**src/rtl/perf_mon_pkg.sv**
```systemverilog
// Package: shared widths, register offsets and event-type decoding for the
// performance monitor. Assumes a 30-bit event bus indexed by 5 bits.
package perf_mon_pkg;
    localparam int CNT_W     = 32;
    localparam int TYPE_W    = 8;
    localparam int ADDR_W    = 12;
    localparam int EVT_BUS_W = 30;
    localparam int IDX_W     = 5;

    localparam logic [ADDR_W-1:0] OFF_EVT_CNT = 12'h000;
    localparam logic [ADDR_W-1:0] OFF_CYC_CNT = 12'h07C;
    localparam logic [ADDR_W-1:0] OFF_TYPE    = 12'h400;
    localparam logic [ADDR_W-1:0] OFF_EN_SET  = 12'hC00;
    localparam logic [ADDR_W-1:0] OFF_EN_CLR  = 12'hC20;
    localparam logic [ADDR_W-1:0] OFF_IE_SET  = 12'hC40;
    localparam logic [ADDR_W-1:0] OFF_IE_CLR  = 12'hC60;
    localparam logic [ADDR_W-1:0] OFF_OVF     = 12'hC80;
    localparam logic [ADDR_W-1:0] OFF_SWINC   = 12'hCA0;
    localparam logic [ADDR_W-1:0] OFF_CTRL    = 12'hE04;

    typedef struct packed {
        logic             valid;
        logic [IDX_W-1:0] idx;
    } evt_sel_t;

    // Maps a type code to an event bus position; valid=0 means count nothing.
    function automatic evt_sel_t decode_type(input logic [TYPE_W-1:0] t);
        evt_sel_t s;
        s.valid = 1'b1;
        s.idx   = '0;
        if (t >= 8'h01 && t <= 8'h10)      s.idx = IDX_W'(t - 8'h01);
        else if (t >= 8'h12 && t <= 8'h15) s.idx = IDX_W'(t - 8'h02);
        else if (t == 8'h86)               s.idx = IDX_W'(20);
        else if (t == 8'h87)               s.idx = IDX_W'(21);
        else if (t >= 8'hC0 && t <= 8'hC6) s.idx = IDX_W'(t - 8'hAA);
        else if (t == 8'hC9)               s.idx = IDX_W'(29);
        else                               s.valid = 1'b0;
        return s;
    endfunction
endpackage

```
**src/rtl/pm_event_select.sv**
```systemverilog
// Event select: turns one counter's type code into a per-cycle hit from the
// event bus, and flags the software-increment type. Purely combinational.
module pm_event_select
    import perf_mon_pkg::*;
#(
    parameter int BUS_W = EVT_BUS_W
) (
    input  logic [TYPE_W-1:0] type_i,
    input  logic [BUS_W-1:0]  bus_i,
    output logic              hit_o,
    output logic              swinc_o
);
    localparam int PAD_W = 2 ** IDX_W;

    evt_sel_t          sel;
    logic [PAD_W-1:0]  bus_pad;

    // Decode the type and pick the selected event line.
    always_comb begin
        sel     = decode_type(type_i);
        bus_pad = {{(PAD_W-BUS_W){1'b0}}, bus_i};
        hit_o   = sel.valid & bus_pad[sel.idx];
        swinc_o = (type_i == '0);
    end
endmodule

```
**src/rtl/pm_prescale.sv**
```systemverilog
// Prescaler: issues the cycle counter's advance strobe, either every running
// clock or every 2**DIV_LOG2 running clocks. Assumes clr_i restarts the phase.
module pm_prescale #(
    parameter int DIV_LOG2 = 6
) (
    input  logic clk,
    input  logic rst_n,
    input  logic clr_i,
    input  logic run_i,
    input  logic div_i,
    output logic tick_o
);
    logic [DIV_LOG2-1:0] phase;

    // Phase counter advances only while running in divided mode.
    always_ff @(posedge clk) begin
        if (!rst_n || clr_i) phase <= '0;
        else if (run_i && div_i) phase <= phase + 1'b1;
    end

    assign tick_o = run_i & (~div_i | (&phase));

    // in divided mode two strobes are never adjacent.
    a_r7_sparse_tick: assert property (@(posedge clk) disable iff (!rst_n)
        (tick_o && div_i && !clr_i) |=> (!tick_o || !div_i));
endmodule

```
**src/rtl/pm_counter.sv**
```systemverilog
// Counter: one 32-bit counter with software write, clear and increment.
// Priority write > clear > increment; wrap_o pulses on a wrap to zero.
module pm_counter #(
    parameter int W = 32
) (
    input  logic         clk,
    input  logic         rst_n,
    input  logic         wr_i,
    input  logic [W-1:0] wdata_i,
    input  logic         clr_i,
    input  logic         inc_i,
    output logic [W-1:0] cnt_o,
    output logic         wrap_o
);
    // Count register update.
    always_ff @(posedge clk) begin
        if (!rst_n)     cnt_o <= '0;
        else if (wr_i)  cnt_o <= wdata_i;
        else if (clr_i) cnt_o <= '0;
        else if (inc_i) cnt_o <= cnt_o + 1'b1;
    end

    assign wrap_o = inc_i & ~wr_i & ~clr_i & (&cnt_o);

    // a software write always lands.
    a_r11_write_wins: assert property (@(posedge clk) disable iff (!rst_n)
        wr_i |=> (cnt_o == $past(wdata_i)));
    // a wrap leaves the counter at zero.
    a_r8_wrap_zero: assert property (@(posedge clk) disable iff (!rst_n)
        wrap_o |=> (cnt_o == '0));
    // no cause, no change.
    a_r2_hold: assert property (@(posedge clk) disable iff (!rst_n)
        (!wr_i && !clr_i && !inc_i) |=> $stable(cnt_o));
endmodule

```
**src/rtl/perf_mon_unit.sv**
```systemverilog
// Top: APB-programmed performance monitor with NUM_EVT event counters, one
// cycle counter, enable/interrupt/overflow bit registers and event export.
// Assumes APB without wait states; writes commit at the access-phase edge.
module perf_mon_unit
    import perf_mon_pkg::*;
#(
    parameter int          NUM_EVT  = 4,
    parameter int          BUS_W    = EVT_BUS_W,
    parameter int          DIV_LOG2 = 6,
    parameter logic [7:0]  IMPL_ID  = 8'h5A,
    parameter logic [7:0]  PART_ID  = 8'h03
) (
    input  logic              pclk,
    input  logic              presetn,
    input  logic              psel,
    input  logic              penable,
    input  logic              pwrite,
    input  logic [ADDR_W-1:0] paddr,
    input  logic [CNT_W-1:0]  pwdata,
    output logic [CNT_W-1:0]  prdata,
    input  logic [BUS_W-1:0]  event_bus,
    output logic [BUS_W-1:0]  event_export,
    output logic              ovf_irq
);
    localparam int CYC_BIT = 31;
    localparam int GAP_W   = CYC_BIT - NUM_EVT;

    logic                wr_stb;
    logic                ctrl_en, ctrl_div, ctrl_exp;
    logic                wr_ctrl, wr_swinc, clr_evt, clr_cyc;
    logic [NUM_EVT-1:0]  evt_en, evt_ie, evt_ovf, evt_wrap;
    logic                cyc_en, cyc_ie, cyc_ovf, cyc_wrap, cyc_tick;
    logic [TYPE_W-1:0]   evt_type [NUM_EVT];
    logic [CNT_W-1:0]    evt_cnt  [NUM_EVT];
    logic [CNT_W-1:0]    cyc_cnt;

    assign wr_stb   = psel & penable & pwrite;
    assign wr_ctrl  = wr_stb && (paddr == OFF_CTRL);
    assign wr_swinc = wr_stb && (paddr == OFF_SWINC);
    assign clr_evt  = wr_ctrl & pwdata[1];
    assign clr_cyc  = wr_ctrl & pwdata[2];

    // Control register bits.
    always_ff @(posedge pclk) begin
        if (!presetn) begin
            ctrl_en  <= 1'b0;
            ctrl_div <= 1'b0;
            ctrl_exp <= 1'b0;
        end else if (wr_ctrl) begin
            ctrl_en  <= pwdata[0];
            ctrl_div <= pwdata[3];
            ctrl_exp <= pwdata[4];
        end
    end

    // Count-enable and interrupt-enable set/clear registers.
    always_ff @(posedge pclk) begin
        if (!presetn) begin
            evt_en <= '0; cyc_en <= 1'b0;
            evt_ie <= '0; cyc_ie <= 1'b0;
        end else if (wr_stb) begin
            if (paddr == OFF_EN_SET) begin
                evt_en <= evt_en | pwdata[NUM_EVT-1:0];
                cyc_en <= cyc_en | pwdata[CYC_BIT];
            end
            if (paddr == OFF_EN_CLR) begin
                evt_en <= evt_en & ~pwdata[NUM_EVT-1:0];
                cyc_en <= cyc_en & ~pwdata[CYC_BIT];
            end
            if (paddr == OFF_IE_SET) begin
                evt_ie <= evt_ie | pwdata[NUM_EVT-1:0];
                cyc_ie <= cyc_ie | pwdata[CYC_BIT];
            end
            if (paddr == OFF_IE_CLR) begin
                evt_ie <= evt_ie & ~pwdata[NUM_EVT-1:0];
                cyc_ie <= cyc_ie & ~pwdata[CYC_BIT];
            end
        end
    end

    // Overflow flags: a wrap sets, a write of 1 clears; a wrap wins.
    always_ff @(posedge pclk) begin
        if (!presetn) begin
            evt_ovf <= '0;
            cyc_ovf <= 1'b0;
        end else begin
            for (int i = 0; i < NUM_EVT; i++) begin
                if (evt_wrap[i]) evt_ovf[i] <= 1'b1;
                else if (wr_stb && paddr == OFF_OVF && pwdata[i]) evt_ovf[i] <= 1'b0;
            end
            if (cyc_wrap) cyc_ovf <= 1'b1;
            else if (wr_stb && paddr == OFF_OVF && pwdata[CYC_BIT]) cyc_ovf <= 1'b0;
        end
    end

    // One event counter with its type register and selector per slot.
    for (genvar gi = 0; gi < NUM_EVT; gi++) begin : g_evt
        localparam logic [ADDR_W-1:0] CNT_OFF  = ADDR_W'(OFF_EVT_CNT + 4*gi);
        localparam logic [ADDR_W-1:0] TYPE_OFF = ADDR_W'(OFF_TYPE + 4*gi);
        logic hit, swinc, inc;

        // Event type register.
        always_ff @(posedge pclk) begin
            if (!presetn) evt_type[gi] <= '0;
            else if (wr_stb && paddr == TYPE_OFF) evt_type[gi] <= pwdata[TYPE_W-1:0];
        end

        pm_event_select #(.BUS_W(BUS_W)) u_sel (
            .type_i (evt_type[gi]),
            .bus_i  (event_bus),
            .hit_o  (hit),
            .swinc_o(swinc)
        );

        assign inc = ctrl_en & evt_en[gi] &
                     (swinc ? (wr_swinc & pwdata[gi]) : hit);

        pm_counter #(.W(CNT_W)) u_cnt (
            .clk    (pclk),
            .rst_n  (presetn),
            .wr_i   (wr_stb && paddr == CNT_OFF),
            .wdata_i(pwdata),
            .clr_i  (clr_evt),
            .inc_i  (inc),
            .cnt_o  (evt_cnt[gi]),
            .wrap_o (evt_wrap[gi])
        );
    end

    pm_prescale #(.DIV_LOG2(DIV_LOG2)) u_pre (
        .clk   (pclk),
        .rst_n (presetn),
        .clr_i (clr_cyc),
        .run_i (ctrl_en & cyc_en),
        .div_i (ctrl_div),
        .tick_o(cyc_tick)
    );

    pm_counter #(.W(CNT_W)) u_cyc (
        .clk    (pclk),
        .rst_n  (presetn),
        .wr_i   (wr_stb && paddr == OFF_CYC_CNT),
        .wdata_i(pwdata),
        .clr_i  (clr_cyc),
        .inc_i  (cyc_tick),
        .cnt_o  (cyc_cnt),
        .wrap_o (cyc_wrap)
    );

    // Read data multiplexer, combinational on the address.
    always_comb begin
        prdata = '0;
        case (paddr)
            OFF_CYC_CNT:             prdata = cyc_cnt;
            OFF_EN_SET, OFF_EN_CLR:  prdata = {cyc_en, {GAP_W{1'b0}}, evt_en};
            OFF_IE_SET, OFF_IE_CLR:  prdata = {cyc_ie, {GAP_W{1'b0}}, evt_ie};
            OFF_OVF:                 prdata = {cyc_ovf, {GAP_W{1'b0}}, evt_ovf};
            OFF_CTRL:                prdata = {IMPL_ID, PART_ID, 5'(NUM_EVT), 6'b0,
                                               ctrl_exp, ctrl_div, 2'b00, ctrl_en};
            default:                 prdata = '0;
        endcase
        for (int i = 0; i < NUM_EVT; i++) begin
            if (paddr == ADDR_W'(OFF_EVT_CNT + 4*i)) prdata = evt_cnt[i];
            if (paddr == ADDR_W'(OFF_TYPE + 4*i))    prdata = {{(CNT_W-TYPE_W){1'b0}}, evt_type[i]};
        end
    end

    // Interrupt and export outputs.
    assign ovf_irq      = ctrl_en & ((|(evt_ovf & evt_ie)) | (cyc_ovf & cyc_ie));
    assign event_export = ctrl_exp ? event_bus : '0;

    // no interrupt without the global enable.
    a_r9_irq_gated: assert property (@(posedge pclk) disable iff (!presetn)
        ovf_irq |-> ctrl_en);
    // export is silent while disabled.
    a_r10_export_off: assert property (@(posedge pclk) disable iff (!presetn)
        !ctrl_exp |-> (event_export == '0));
    // event-counter clear reaches every event counter.
    a_r6_evt_clear: assert property (@(posedge pclk) disable iff (!presetn)
        clr_evt |=> (evt_cnt[0] == '0 && evt_cnt[NUM_EVT-1] == '0));
    // cycle clear zeroes the cycle counter.
    a_r6_cyc_clear: assert property (@(posedge pclk) disable iff (!presetn)
        clr_cyc |=> (cyc_cnt == '0));
endmodule

```
**config.mk**
```make
export PLATFORM = sky130hd
export DESIGN_NAME = perf_mon_unit
export DESIGN_NICKNAME = d
export VERILOG_FILES = /design/src/rtl/perf_mon_pkg.sv /design/src/rtl/pm_event_select.sv /design/src/rtl/pm_prescale.sv /design/src/rtl/pm_counter.sv /design/src/rtl/perf_mon_unit.sv
export SDC_FILE = /design/constraint.sdc
export NUM_CORES = 1
export LEC_CHECK = 0
export BUFFER_PORTS_ARGS = -buffer_cell sky130_fd_sc_hd__buf_2
export CORE_MARGIN = 8
export CORE_UTILIZATION = 47
export DETAILED_ROUTE_END_ITERATION = 12
export GPL_TIMING_DRIVEN = 0
export PLACE_DENSITY = 0.62
export SLEW_MARGIN = 20
export SYNTH_ARGS = -nofsm -noshare
export SYNTH_HDL_FRONTEND = slang
export SYNTH_SLANG_ARGS = --single-unit
```
**constraint.sdc**
```tcl
create_clock -name pclk -period 5 [get_ports pclk]
set_clock_uncertainty 0.05 [all_clocks]
set_input_delay 0.25 -clock pclk [delete_from_list [all_inputs] [get_ports pclk]]
set_output_delay 0.25 -clock pclk [all_outputs]
set_load 0.03 [all_outputs]
```
After elaboration in Yosys (flattened, before gate mapping)
Memory sizes are Yosys's and may differ from the RTL's.
Cells that the tools add are included.
{"block": "totals", "ff_bits": 184, "ram_bits": 32, "in_bits": 79, "output_inout_bits": 63, "elab_cells": 336, "mem_count": 1}
{"block": "op_classes", "addsub": 18, "order_cmp": 28, "n_eq_ne": 27, "n_mux": 120, "bitwise_logic": 64, "reduce_logical": 60}
{"memory": "evt_type", "words": 4, "width": 8, "read_ports": 4, "rd_ports_with_merged_regs": 0, "write_ports": 4, "line_no": "perf_mon_unit.sv:33", "source": "logic [TYPE_W-1:0] evt_type [NUM_EVT];"}
{"operator": "$mux W32", "n": 23}
{"operator": "$add A32 B1 Y32 const B", "n": 5}
{"operator": "$pmux W32 S5", "n": 1}
{"operator": "$reduce_and A32 Y1", "n": 5}
{"operator": "$mux W5", "n": 24}
{"operator": "$eq A8 B8 Y1 const B", "n": 12}
{"operator": "$eq A12 B12 Y1 const B", "n": 7}
{"operator": "$le A8 B5 Y1 const B", "n": 8}
{"operator": "$mux W1", "n": 59}
{"operator": "$eq A12 B11 Y1 const B", "n": 4}
{"operator": "$and A1 B1 Y1", "n": 41}
{"operator": "$ge A8 B1 Y1 const B", "n": 4}
{"operator": "$ge A8 B5 Y1 const B", "n": 4}
{"operator": "$ge A8 B8 Y1 const B", "n": 4}
{"operator": "$le A8 B8 Y1 const B", "n": 4}
{"operator": "$logic_not A8 Y1", "n": 4}
{"operator": "$mux W8", "n": 4}
{"operator": "$logic_and A1 B1 Y1", "n": 30}
{"operator": "$mux W30", "n": 1}
{"operator": "$eq A12 B4 Y1 const B", "n": 2}
{"operator": "$lt A5 B6 Y1 const B", "n": 4}
{"operator": "$bmux W1 S5", "n": 4}
{"operator": "$sub A5 B1 Y5 const B", "n": 4}
{"operator": "$sub A5 B2 Y5 const B", "n": 4}
{"operator": "other kinds (19)", "n": 55}

Logic depth before layout (Yosys ltp)
An unclocked memory read counts as a cell.
{"block": "logic_depth", "ltp_word": 17, "depth_mapped": 18, "ltp_nobuf": 13}

Cells and area by module
From an unflattened synthesis, not the netlist that was laid out.
{"block": "hier_totals", "hier_cells": 2260, "area_unflattened_um2": 17490.5}
{"mod": "pm_counter", "instances": 5, "cells_each": 253, "area_per_inst_um2": 1900.6, "seq_area_each_um2": 640.6}
{"mod": "perf_mon_unit", "instances": 1, "cells_each": 510, "area_per_inst_um2": 4063.9, "seq_area_each_um2": 1321.3}
{"mod": "pm_event_select (g_evt[0].u_sel ...)", "instances": 3, "cells_each": 113, "area_per_inst_um2": 923.4, "seq_area_each_um2": 0.0}
{"mod": "pm_event_select (g_evt[3].u_sel)", "instances": 1, "cells_each": 113, "area_per_inst_um2": 883.3, "seq_area_each_um2": 0.0}
{"mod": "pm_prescale", "instances": 1, "cells_each": 33, "area_per_inst_um2": 270.3, "seq_area_each_um2": 120.1}

Least setup slack after synthesis
OpenSTA, ideal clock, no wires.
{"block": "synth_timing", "kind": "register -> register", "start": "memory evt_type[3][0]", "end": "register g_evt[3].u_cnt.cnt_o[11]", "setup_ns": 0.119, "arrival_time_ns": 4.115, "required_ns": 4.831, "slack_ns": 0.717, "path_stages_with_launch": 17, "n_path_buf": 4, "synth_period_minus_slack_ns": 4.283, "cell_sequence": "edfxtp_1 -> clkbuf_1 -> inv_1 -> clkbuf_1 -> ha_1 -> or4b_1 -> buf_2 -> a22oi_4 -> o211a_2 -> nor3_2 -> o211a_1 -> or4b_1 -> and3_4 -> a31oi_4 -> buf_2 -> a31oi_1 -> o221a_2"}
{"element": "start, declared", "line_no": "perf_mon_unit.sv:33"}
{"element": "end signal, assigned", "line_no": "pm_counter.sv:18", "source": "else if (wr_i) cnt_o <= wdata_i;"}
{"element": "end signal, assigned", "line_no": "pm_counter.sv:20", "source": "else if (inc_i) cnt_o <= cnt_o + 1'b1;"}
{"element": "end, declared", "line_no": "pm_counter.sv:12", "source": "output logic [W-1:0] cnt_o,"}

==> results_dict.tcl <==
set metrics [dict create \
    synth_seq_cells 216 \
    initial_core_util_pct 47.3 \
    grt_pass1_vias 19100 \
    power.share.sequential_pct 41.9 \
    port_buffers 131 \
    setup.worst_path.end_class "flop" \
    period_needed_ps 4830 \
    slew-limit-headroom_pct 23.8 \
    netSwitchingFraction_pct 27.8 \
    grt_max_degree 15 \
    comb_power_share_pct 11.5 \
    synth_edf_count 32 \
    placed_area_mm2 0.0190 \
    regArea_mm2 0.00464 \
    ys_seq_area_share_pct 26.3 \
    rrSetupSlack_ps 170 \
    firstDrtPassIters 8 \
    setup_violations 0 \
    synth_cells 2323 \
    die_height_um 210 \
    synthArstFlopShare_pct 0 \
    yosysWarningCount 0 \
    slew_violations 0 \
    drive_gt1_share_pct 12.4 \
    avgSynthCellArea_um2 7.61 \
    fmax_mhz 207 \
    cell_internal_pwr_mw 3.10 \
    detail-route-antenna-nets 0 \
    cts_tree "yes" \
    worst_pin_slew_ps 1130 \
    clock_latency_ps 540 \
    final_cell_area_mm2 0.0200 \
    multiInputGateArea_mm2 0.0123 \
    cts_buffers 25 \
    nets 2601 \
    worstSetupPathType "flop to flop" \
    htreeDepth 1 \
    clkSinkCount 216 \
    syn2layout_area_growth_pct 12.9 \
    cp.arrival_ps 5220 \
    hold_depth 3 \
    worstSetupStartpointType "flop" \
    pwr-share-clk_pct 46.6 \
    cts-root-buf "clkbuf_16" \
    grtUsageMet3_pct 5.01 \
    finalSetupTns_ps 0 \
    postRouteWirelength_mm 82.4 \
    r2r-end "g_evt[0].u_cnt.cnt_o[11]" \
    synth_cell_types 111 \
    critPathRequiredTime_ps 5390 \
    hold_buffers 0 \
    fillCellCount 3632 \
    post-dp-hpwl_mm 62.2 \
    hold_start "pwdata[10]" \
    grt.busiest_layer "met2" \
    hold_violations 0 \
    rows 71 \
    die_w_um 210 \
    crit_fanout 10 \
    power_switching_mw 1.19 \
    cts.clk_slew.worst_paths_ps 70 \
    drt-initial-drc-count 2642 \
    gp_congestion 1.05 \
    status "completed" \
    grt_overflow 0 \
    antenna_found_initial 0 \
    dieArea_mm2 0.0441 \
    powerDensity_mw_per_mm2 215 \
    hold_class "input port to flop" \
    routedWlPerCell_um 27.3 \
    grt_first_pass_wirelength_mm 121 \
    clockBufferDepth 3 \
    worstHoldEndpoint "g_evt[3].u_cnt.cnt_o[10]" \
    core-area_mm2 0.0374 \
    r2r_cells 15 \
    io_pins 142 \
    synth_nets 2440 \
    drc 0 \
    p_leak_nw 7.24 \
    fin_crit_sh_pct 96.7 \
    r2r-start "evt_type[0][0]" \
    final_util_pct 53.4 \
    grt_use_total_pct 35.4 \
    synth-main-ff-cell "dfxtp_1" \
    grt_use_met2_pct 55.1 \
    vias 20700 \
    avgViaCountPerCell 6.87 \
    grt_use_met1_pct 44.7 \
    cap_violations 0 \
    synth_area_mm2 0.0177 \
    peakVddDrop_uv 258 \
]
## critical path: stages (launching register included)
cell and delay (ps):
edfxtp_1 380, clkbuf_1 420, inv_1 190, ha_1 320
nor4b_2 190, o22ai_2 390, nor4_2 120, nor2_1 320
buf_2 310, mux2_2 380, o2111ai_1 400, nand3_1 230
o21ai_4 320, buf_2 350, nor2_1 100, o221a_2 250
## power by group through the flow
stage	sequential [mW]	clock, mW	combinational (mW)
after floorplan	1.83	0	0.260
after global placement	1.84	0	0.466
after detailed placement	1.84	0	0.470
after CTS	1.80	1.99	0.474
after global routing	1.80	2.08	0.513
final	1.80	2.00	0.494
## layer usage
layer  vias to the layer above  part of all wire [%]
li1                       9194                     -
met5                         -                     0
met2                      1413                    43
met1                      9760                    39
met3                       344                   9.5
met4                         0                   8.4
## placed cells by master (no fill, tap or decap), types with 18 or more instances in the layout
cell type / netlist / final
nand2_1: 214 / 214
nor2_1: 205 / 204
a21oi_1: 197 / 197
dfxtp_1: 184 / 184
buf_2: 34 / 162
nor3_1: 112 / 111
clkbuf_1: 103 / 101
nand3_1: 100 / 100
o21ai_0: 100 / 96
and2_1: 71 / 71
xnor2_1: 62 / 62
a221oi_1: 56 / 55
and3_1: 54 / 54
mux2i_1: 51 / 51
nand4_1: 48 / 48
inv_1: 47 / 47
a22oi_1: 44 / 44
a211oi_1: 40 / 40
a31oi_1: 39 / 39
ha_1: 38 / 38
edfxtp_1: 32 / 32
clkbuf_16: 0 / 25
o211ai_1: 24 / 24
nor2b_1: 24 / 24
a311oi_1: 22 / 22
nand2b_1: 20 / 20
a221o_1: 18 / 18
## cells in the mapped netlist (all sizes together), types with 21 or more instances
cell type / n / area (µm²)
mux2i: 51 / 510
a22oi: 45 / 352
and2: 72 / 450
nand4: 48 / 300
buf: 52 / 279
nor2: 207 / 787
nor2b: 24 / 150
edfxtp: 32 / 961
dfxtp: 184 / 3680
a211oi: 54 / 483
and3: 56 / 360
a221oi: 56 / 490
a31oi: 40 / 265
xnor2: 62 / 543
nand2b: 21 / 139
o211ai: 24 / 180
clkbuf: 105 / 397
inv: 47 / 176
nand2: 215 / 810
nor3: 115 / 591
o21ai: 115 / 579
a21oi: 199 / 1000
ha: 38 / 475
nand3: 102 / 521
a311oi: 22 / 193
## final cells by class
class,instances,share of cell area (%)
timing repair buffer,134,3.40
multi-input combinational,1903,61.4
sequential,216,23.3
clock inverter,14,0.946
inverter,47,0.884
antenna,1,0.0125
clock buffer,31,3.45
buffer,157,3.46
tap,511,3.20
## stage by stage
stage | instances | hold slack [ps] | power, mW | setup WS [ps]
after global routing | 3013 | 25.1 | 4.39 | -8.96
after CTS | 3010 | 25.1 | 4.27 | 2.37
after detailed placement | 2965 | 437 | 2.31 | -484
after floorplan | 2323 | 335 | 2.09 | 717
final | 3014 | 40.6 | 4.30 | 167
after global placement | 2965 | 430 | 2.30 | -542
## logic make-up (layout without fill, tap and decap cells)
family	Yosys count	in the layout	share of synthesized area, %
simple gates	966	966	28.3
compound gates	754	754	30.1
flops	216	216	26.3
buf+inv	204	383	4.82
xor+xnor	79	79	3.91
mux	66	66	3.97
fa+ha+maj	38	38	2.69
other cells	0	1	0
## how the worst max path moves through the flow
stage | depth (start not counted) | start | to
floorplan | 16 | evt_type[3][0] | g_evt[3].u_cnt.cnt_o[11]
global placement | 17 | evt_type[3][0] | g_evt[3].u_cnt.cnt_o[20]
detailed placement | 17 | evt_type[3][0] | g_evt[3].u_cnt.cnt_o[20]
CTS | 17 | evt_type[3][0] | g_evt[3].u_cnt.cnt_o[20]
global route | 15 | evt_type[0][0] | g_evt[0].u_cnt.cnt_o[15]
finish | 15 | evt_type[0][0] | g_evt[0].u_cnt.cnt_o[11]
## sequential cells by signal, summed over array words and instances (netlist names), named ones only
register,count
ctrl_div,1
u_pre.phase,6
u_cyc.cnt_o,32
evt_type,32
g_evt.u_cnt.cnt_o,128
ctrl_exp,1
ctrl_en,1
cyc_ovf,1
evt_ovf,4
## timing repair
action                                  CTS  global route
endpoints found under the setup margin   57            67
pin swaps                                 0             2
resized for setup                         6            14
buffers inserted                          0             3
Note: power is estimated with default switching activity, not from simulation.
